==> config.mk <==
export PLATFORM = sky130hd
export DESIGN_NAME = frame_prio_classifier
export DESIGN_NICKNAME = d
export VERILOG_FILES = /design/src/rtl/fpc_pkg.sv /design/src/rtl/fpc_cfg_regs.sv /design/src/rtl/fpc_l4_match.sv /design/src/rtl/fpc_select.sv /design/src/rtl/frame_prio_classifier.sv
export SDC_FILE = /design/constraint.sdc
export NUM_CORES = 2
export LEC_CHECK = 0
export BUFFER_PORTS_ARGS = -buffer_cell sky130_fd_sc_hd__buf_4
export CAP_MARGIN = 20
export CELL_PAD_IN_SITES_DETAIL_PLACEMENT = 0
export CELL_PAD_IN_SITES_GLOBAL_PLACEMENT = 2
export CORE_ASPECT_RATIO = 0.9
export CORE_MARGIN = 2
export CORE_UTILIZATION = 41
export CTS_BUF_LIST = sky130_fd_sc_hd__clkbuf_16
export DETAILED_ROUTE_END_ITERATION = 8
export GPL_TIMING_DRIVEN = 0
export PLACE_DENSITY = 0.92
export SLEW_MARGIN = 10
export SYNTH_ARGS = -nofsm -noshare
export SYNTH_HDL_FRONTEND = slang
export SYNTH_SLANG_ARGS = --single-unit
==> constraint.sdc <==
create_clock -name clk -period 8.4 [get_ports clk]
set_input_delay 0.84 -clock clk [delete_from_list [all_inputs] [get_ports clk]]
set_output_delay 0.84 -clock clk [all_outputs]
set_load 0.005 [all_outputs]
==> src/rtl/fpc_pkg.sv <==
package fpc_pkg;

    typedef struct packed {
        logic       drop;
        logic [1:0] queue;
    } cls_t;

    typedef enum logic [1:0] {
        SRC_PORT = 2'd0,
        SRC_TAG  = 2'd1,
        SRC_TOS  = 2'd2,
        SRC_L4   = 2'd3
    } src_e;

    localparam int FIXED_N = 8;
    localparam int PROG_N  = 8;
    localparam int ENT_N   = FIXED_N + PROG_N;
    localparam int TAG_N   = 8;
    localparam int TOS_N   = 64;
    localparam int CTRL_W  = 11;

    localparam logic [7:0] A_EN     = 8'h28;
    localparam logic [7:0] A_RLO    = 8'h29;
    localparam logic [7:0] A_RHI    = 8'h2A;
    localparam logic [7:0] A_RCTL   = 8'h2B;
    localparam logic [7:0] A_CTRL   = 8'h2C;
    localparam logic [CTRL_W-1:0] CTRL_RST = 11'h01B;

    function automatic logic [15:0] fixed_port(input int idx);
        case (idx)
            0:       return 16'd21;
            1:       return 16'd22;
            2:       return 16'd23;
            3:       return 16'd25;
            4:       return 16'd53;
            5:       return 16'd80;
            6:       return 16'd110;
            default: return 16'd443;
        endcase
    endfunction

endpackage

==> src/rtl/fpc_cfg_regs.sv <==
module fpc_cfg_regs
    import fpc_pkg::*;
#(
    parameter int NUM_PORTS = 8,
    localparam int PORT_W = $clog2(NUM_PORTS)
) (
    input  logic                clk,
    input  logic                rst,
    input  logic                cfg_we,
    input  logic [7:0]          cfg_addr,
    input  logic [15:0]         cfg_wdata,
    output cls_t                tag_tbl  [TAG_N],
    output cls_t                tos_tbl  [TOS_N],
    output logic [3:0]          pdef     [NUM_PORTS],
    output logic [15:0]         prog_num [PROG_N],
    output cls_t                cls_ent  [ENT_N],
    output logic [ENT_N-1:0]    ent_en,
    output logic [15:0]         rng_lo,
    output logic [15:0]         rng_hi,
    output logic [3:0]          rng_ctl,
    output logic [CTRL_W-1:0]   ctrl
);

    always_ff @(posedge clk) begin
        if (rst) begin
            for (int i = 0; i < TAG_N; i++)     tag_tbl[i]  <= '0;
            for (int i = 0; i < TOS_N; i++)     tos_tbl[i]  <= '0;
            for (int i = 0; i < NUM_PORTS; i++) pdef[i]     <= '0;
            for (int i = 0; i < PROG_N; i++)    prog_num[i] <= '0;
            for (int i = 0; i < ENT_N; i++)     cls_ent[i]  <= '0;
            ent_en  <= '0;
            rng_lo  <= '0;
            rng_hi  <= '0;
            rng_ctl <= '0;
            ctrl    <= CTRL_RST;
        end else if (cfg_we) begin
            if (cfg_addr[7:3] == 5'b00000)
                tag_tbl[cfg_addr[2:0]] <= cls_t'(cfg_wdata[2:0]);
            if (cfg_addr[7:6] == 2'b01)
                tos_tbl[cfg_addr[5:0]] <= cls_t'(cfg_wdata[2:0]);
            if (cfg_addr[7:3] == 5'b00010)
                prog_num[cfg_addr[2:0]] <= cfg_wdata;
            if (cfg_addr[7:3] == 5'b00011)
                cls_ent[{1'b0, cfg_addr[2:0]}] <= cls_t'(cfg_wdata[2:0]);
            if (cfg_addr[7:3] == 5'b00100)
                cls_ent[{1'b1, cfg_addr[2:0]}] <= cls_t'(cfg_wdata[2:0]);
            if (cfg_addr == A_EN)   ent_en  <= cfg_wdata;
            if (cfg_addr == A_RLO)  rng_lo  <= cfg_wdata;
            if (cfg_addr == A_RHI)  rng_hi  <= cfg_wdata;
            if (cfg_addr == A_RCTL) rng_ctl <= cfg_wdata[3:0];
            if (cfg_addr == A_CTRL) ctrl    <= cfg_wdata[CTRL_W-1:0];
            if (cfg_addr[7] && (cfg_addr[6:0] < 7'(NUM_PORTS)))
                pdef[cfg_addr[PORT_W-1:0]] <= cfg_wdata[3:0];
        end
    end

    // a control write is visible on the following cycle
    a_r10_ctrl_write: assert property (@(posedge clk) disable iff (rst)
        (cfg_we && cfg_addr == A_CTRL) |=> (ctrl == $past(cfg_wdata[CTRL_W-1:0])));

endmodule

==> src/rtl/fpc_l4_match.sv <==
module fpc_l4_match
    import fpc_pkg::*;
(
    input  logic [15:0]       dport,
    input  logic [15:0]       sport,
    input  logic [15:0]       prog_num [PROG_N],
    input  cls_t              cls_ent  [ENT_N],
    input  logic [ENT_N-1:0]  ent_en,
    input  logic [15:0]       rng_lo,
    input  logic [15:0]       rng_hi,
    input  logic [3:0]        rng_ctl,
    output logic              hit,
    output cls_t              hit_cls
);

    logic [15:0]      ent_num [ENT_N];
    logic [ENT_N-1:0] d_match, s_match;
    logic             d_rng, s_rng;
    cls_t             d_cls, s_cls;
    logic             d_hit, s_hit;

    for (genvar g = 0; g < ENT_N; g++) begin : g_ent
        if (g < FIXED_N) begin : g_fix
            assign ent_num[g] = fixed_port(g);
        end else begin : g_prog
            assign ent_num[g] = prog_num[g - FIXED_N];
        end
        assign d_match[g] = ent_en[g] && (ent_num[g] == dport);
        assign s_match[g] = ent_en[g] && (ent_num[g] == sport);
    end

    assign d_rng = rng_ctl[3] && (dport >= rng_lo) && (dport <= rng_hi);
    assign s_rng = rng_ctl[3] && (sport >= rng_lo) && (sport <= rng_hi);

    // lowest-numbered entry wins; range ranks after all entries
    always_comb begin
        d_hit = d_rng;
        d_cls = cls_t'(rng_ctl[2:0]);
        s_hit = s_rng;
        s_cls = cls_t'(rng_ctl[2:0]);
        for (int i = ENT_N - 1; i >= 0; i--) begin
            if (d_match[i]) begin
                d_hit = 1'b1;
                d_cls = cls_ent[i];
            end
            if (s_match[i]) begin
                s_hit = 1'b1;
                s_cls = cls_ent[i];
            end
        end
    end

    assign hit     = d_hit || s_hit;
    assign hit_cls = d_hit ? d_cls : s_cls;

endmodule

==> src/rtl/fpc_select.sv <==
module fpc_select
    import fpc_pkg::*;
(
    input  logic              clk,
    input  logic              rst,
    input  logic              in_valid,
    input  logic              in_vlan,
    input  logic              in_ipv4,
    input  logic              in_l4,
    input  logic [3:0]        port_def,
    input  cls_t              tag_cls,
    input  cls_t              tos_cls,
    input  logic              l4_hit,
    input  cls_t              l4_cls,
    input  logic [CTRL_W-1:0] ctrl,
    output logic              out_valid,
    output cls_t              out_cls
);

    logic [3:0] app;
    cls_t       cand [4];
    cls_t       port_cls;
    cls_t       win;
    logic       found;
    src_e       code;

    assign port_cls = cls_t'(port_def[2:0]);

    always_comb begin
        app[SRC_PORT]  = 1'b1;
        app[SRC_TAG]   = ctrl[8] && in_vlan;
        app[SRC_TOS]   = ctrl[9] && in_ipv4;
        app[SRC_L4]    = ctrl[10] && in_l4 && l4_hit;
        cand[SRC_PORT] = port_cls;
        cand[SRC_TAG]  = port_def[3] ? port_cls : tag_cls;
        cand[SRC_TOS]  = tos_cls;
        cand[SRC_L4]   = l4_cls;
    end

    always_comb begin
        win   = port_cls;
        found = 1'b0;
        code  = SRC_PORT;
        for (int s = 0; s < 4; s++) begin
            code = src_e'(ctrl[2*s +: 2]);
            if (!found && app[code]) begin
                win   = cand[code];
                found = 1'b1;
            end
        end
    end

    always_ff @(posedge clk) begin
        if (rst) begin
            out_valid <= 1'b0;
            out_cls   <= '0;
        end else begin
            out_valid <= in_valid;
            if (in_valid) out_cls <= win;
        end
    end

    a_r2_strobe_result: assert property (@(posedge clk) disable iff (rst)
        in_valid |=> out_valid);

    a_r2_idle_hold: assert property (@(posedge clk) disable iff (rst)
        !in_valid |=> (!out_valid && $stable(out_cls)));

    a_r11_fallback: assert property (@(posedge clk) disable iff (rst)
        (in_valid && !app[SRC_TAG] && !app[SRC_TOS] && !app[SRC_L4])
        |=> (out_cls == $past(port_cls)));

endmodule

==> src/rtl/frame_prio_classifier.sv <==
module frame_prio_classifier
    import fpc_pkg::*;
#(
    parameter int NUM_PORTS = 8,
    localparam int PORT_W = $clog2(NUM_PORTS)
) (
    input  logic              clk,
    input  logic              rst,
    input  logic              in_valid,
    input  logic [PORT_W-1:0] in_port,
    input  logic              in_vlan,
    input  logic [2:0]        in_tag_pri,
    input  logic              in_ipv4,
    input  logic [7:0]        in_tos,
    input  logic              in_l4,
    input  logic [15:0]       in_sport,
    input  logic [15:0]       in_dport,
    input  logic              cfg_we,
    input  logic [7:0]        cfg_addr,
    input  logic [15:0]       cfg_wdata,
    output logic              out_valid,
    output logic [1:0]        out_queue,
    output logic              out_drop
);

    cls_t              tag_tbl  [TAG_N];
    cls_t              tos_tbl  [TOS_N];
    logic [3:0]        pdef     [NUM_PORTS];
    logic [15:0]       prog_num [PROG_N];
    cls_t              cls_ent  [ENT_N];
    logic [ENT_N-1:0]  ent_en;
    logic [15:0]       rng_lo, rng_hi;
    logic [3:0]        rng_ctl;
    logic [CTRL_W-1:0] ctrl;
    logic              l4_hit;
    cls_t              l4_cls;
    cls_t              out_cls;
    logic              unused_tos;

    assign unused_tos = ^in_tos[1:0];

    fpc_cfg_regs #(.NUM_PORTS(NUM_PORTS)) u_regs (
        .clk       (clk),
        .rst       (rst),
        .cfg_we    (cfg_we),
        .cfg_addr  (cfg_addr),
        .cfg_wdata (cfg_wdata),
        .tag_tbl   (tag_tbl),
        .tos_tbl   (tos_tbl),
        .pdef      (pdef),
        .prog_num  (prog_num),
        .cls_ent   (cls_ent),
        .ent_en    (ent_en),
        .rng_lo    (rng_lo),
        .rng_hi    (rng_hi),
        .rng_ctl   (rng_ctl),
        .ctrl      (ctrl)
    );

    fpc_l4_match u_match (
        .dport    (in_dport),
        .sport    (in_sport),
        .prog_num (prog_num),
        .cls_ent  (cls_ent),
        .ent_en   (ent_en),
        .rng_lo   (rng_lo),
        .rng_hi   (rng_hi),
        .rng_ctl  (rng_ctl),
        .hit      (l4_hit),
        .hit_cls  (l4_cls)
    );

    fpc_select u_sel (
        .clk       (clk),
        .rst       (rst),
        .in_valid  (in_valid),
        .in_vlan   (in_vlan),
        .in_ipv4   (in_ipv4),
        .in_l4     (in_l4),
        .port_def  (pdef[in_port]),
        .tag_cls   (tag_tbl[in_tag_pri]),
        .tos_cls   (tos_tbl[in_tos[7:2]]),
        .l4_hit    (l4_hit),
        .l4_cls    (l4_cls),
        .ctrl      (ctrl),
        .out_valid (out_valid),
        .out_cls   (out_cls)
    );

    assign out_queue = out_cls.queue;
    assign out_drop  = out_cls.drop;

endmodule

==> summary.txt <==
Clock tree
  – Number of CTS-inserted buffers: 54
  – # H-tree levels: 2
  – CTS tree: built
  – Post-CTS Setup Bufs: 0
  – Hold_buf cts: 0
  – Worst skew pair latency: 630 ps
  – Root buf cell: clkbuf_16
  – Clock transition at path regs: 60 ps
  – Clock Tree Buf Depth: 3
  – Post-CTS resize count: 0
  – Clock Sinks: about 490

Timing
  – # setup viols final: 0
  – Fin crit share: 66.7%
  – Final hold vios: 0
  – Crit path time final: roughly 5600 ps
  – Unrepaired setup endpoints after global routing: no
  – Hold slack: 442 ps
  – Worst slew pin tran: 1240 ps
  – Final worst-path setup slack: 2800 ps
  – Final Skew: 29.8 ps
  – Max-slew headroom: between 10% and 20%
  – TNS Setup: 0 ps
  – Peak Freq: 0.178 GHz
  – Max-slew violations: 0

Worst setup path
  – Data arrival, critical path: 6080 ps
  – Crit. End Element: register
  – Top cell by count, worst path: o22ai_1
  – Delay-heaviest family, CP: compound AO/OA/AOI/OAI gates
  – Buf+Inv Stages, Crit Path: 3
  – Slowest CP cell: a2111oi_1
  – Crit path launch type: input port
  – CP required: 8880 ps
  – CP Cell Sequence: buf_4, clkbuf_1, buf_2, nor4bb_1, nand2_1, o22ai_1, a2111oi_1, o311ai_2, nor3_2, o221ai_1, o22ai_1, o211ai_1, a21oi_1, a311o_1, a311oi_2
  – Slowest stage delay, CP: between 900 and 1000 ps
  – CP Max Fanout: 10
  – Kind of critical path: input port to register

Finish
  – Final Util: 46.6%
  – Final nets: 3835
  – Ant. Diodes: 0
  – Fin cells: 4610
  – Finished Cell Area: 31300 sq um
  – Area delta synth->final: 12.5%
  – Share of cells above drive strength 1: 8.43%

Synth
  – Synth Flop Type: dfxtp_1
  – Async set-or-reset flop fraction in the synthesized netlist: 0%
  – #FFs+latches synth: 491
  – Post-Syn Nets: 3697
  – Mapped Area: about 28000 sq um
  – Synth top area cells: dfxtp_1 (35%), nand2_1 (10%), a21oi_1 (8.7%)
  – Synth warnings: 0
  – Post-Syn Area per Cell: around 7.8 sq um
  – Area leader, netlist: dfxtp_1
  – Post-Syn Instances: 3556
  – Post-synthesis sequential area ratio: 35.3%
  – Count of different cell masters after synthesis: a little under 90
  – Synth top cells by count: nand2_1 (765), dfxtp_1 (491), a21oi_1 (481)
  – Post-synth EDFFs: 0
  – Count leader, synth: nand2_1
  – Top-area cell type share of the netlist area: 35.3%

Routing
  – Routed Antenna Nets: 0
  – Via count: approximately 28000
  – DRT iter0 DRCs: 4171
  – DR DRC count: 0
  – Vias per std cell: between 6 and 7
  – Routed WL per cell: 26.6 microns
  – Number of detailed-route iterations in the first pass: 6
  – DRT Wirelength: 123000 microns

Power
  – P_int: 3.74 mW
  – Worst vdd ir: 0.148 mV
  – Power share of the combinational group: 10.2%
  – Sequential share of power: between 40% and 50%
  – Leakage: 10.0 nW
  – Sw Share: 28.4%
  – Clock power frac: approximately 45%
  – Power Total: 5.22 mW
  – Sw Pwr: 1.48 mW
  – Power Density: 167 nW/um^2

Placed design
  – Gp weighted congestion: approximately 1.0
  – Placed cell areas: 29600 sq um
  – Pre-CTS WS: 2500 ps
  – Port Buf Inserts: 67
  – Final HPWL DP: between 80000 and 90000 microns
  – Cells after DPL: 4507

Global routing
  – First-pass GRT wire length: 178000 microns
  – Vias in the first global route: roughly 26000
  – Initial antenna violation count: 4
  – Grt ovf: 0
  – Aggregate global-route resource usage: 34.3%
  – Largest net degree at the start of global routing: 17

Hold path
  – Hold Path Class: input port to register

Outcome
  – Outcome: complete, no violations

Floorplanning
  – FP Rows: 90
  – DIE WIDTH: around 280 microns
  – Die H: 251 microns
  – Core area: between 60000 and 70000 sq um
  – Initial cell density of the core: 41.4%
  – # IOs: between 80 and 90
  – Die Area: 69900 sq um

Run
  – MaxCap Viol Count: 0
## metal layers
metal | share of wire, % | GRT usage (%) | up-vias
li1 | - | - | 12753
met1 | 45 | 51.6 | 13874
met2 | 41 | 48.5 | 1627
met3 | 11 | 7.41 | 213
met4 | 3.0 | 10.0 | 2
met5 | 0.011 | 0 | -
## final timing paths
| path | startpoint | to | slack, ps | cells after the start |
|---|---|---|---|---|
| min | cfg_wdata[12] | u_regs.rng_lo[12] | 440 | 3 |
| max | in_dport[2] | u_sel.out_cls[2] | 2800 | 15 |
| min reg2reg | u_regs.tag_tbl[5] | u_regs.tag_tbl[5] | 450 | 2 |
| max reg2reg | u_regs.ent_en[1] | u_sel.out_cls[2] | 3800 | 11 |
## layout by cell type (no fill, tap or decap), types with 12 or more instances in the layout
master,Yosys,layout
nand2_1,765,765
dfxtp_1,491,491
a21oi_1,481,481
clkbuf_1,220,214
o21ai_0,187,187
nor2_1,185,185
nand3_1,162,162
xnor2_1,147,147
xor2_1,110,110
mux4_2,75,75
inv_1,61,74
buf_4,0,67
ha_1,64,64
nand4_1,61,61
nor4_1,57,57
clkbuf_16,0,54
mux2i_1,50,50
nor3_1,47,47
buf_2,36,38
nand2b_1,24,24
nand3b_1,17,17
or3_1,17,17
and2_1,15,15
or4_1,15,15
a31oi_1,14,14
a211oi_1,14,14
clkinv_1,0,14
and3_1,13,13
a21o_1,12,12
o211ai_1,12,12
## registers in the layout, indices dropped and copies added (netlist names), 4 cells and up
register and count:
u_regs.tag_tbl 24, u_regs.cls_ent 48, u_regs.tos_tbl 192, u_regs.ent_en 16, u_regs.ctrl 11, u_regs.rng_lo 16
u_regs.pdef 32, u_regs.rng_ctl 4, u_regs.prog_num 128, u_regs.rng_hi 16
## cell families after synthesis
logic type	Yosys count	share of synthesized area, %
compound gates	812	16.3
xor+xnor	257	8.09
fa+ha+maj	64	2.88
buf+inv	330	4.70
flops	491	35.3
mux	129	8.03
simple gates	1473	24.6
## cell type report
class / count / area, sq um
Sequential cell: 491 / 9830
Buffer: 269 / 1080
Inverter: 61 / 229
Clock inverter: 44 / 330
Clock buffer: 54 / 1350
Tap cell: 874 / 1090
Timing Repair Buffer: 82 / 686
Multi-Input combinational cell: 2735 / 16700
Fill cell: 6904 / 35800
## power groups by stage
stage	Sequential, mW	Clock, mW	Combinational, mW
after floorplan	2.39	0	0.268
after global placement	2.39	0	0.503
after detailed placement	2.39	0	0.508
after CTS	2.33	2.36	0.510
after global routing	2.33	2.45	0.550
final	2.33	2.35	0.534
## worst min-delay path: stages
cell and delay, ps:
buf_4 110, nand2_1 50, a21oi_1 50
No activity file was read; power rests on OpenSTA's default activity.
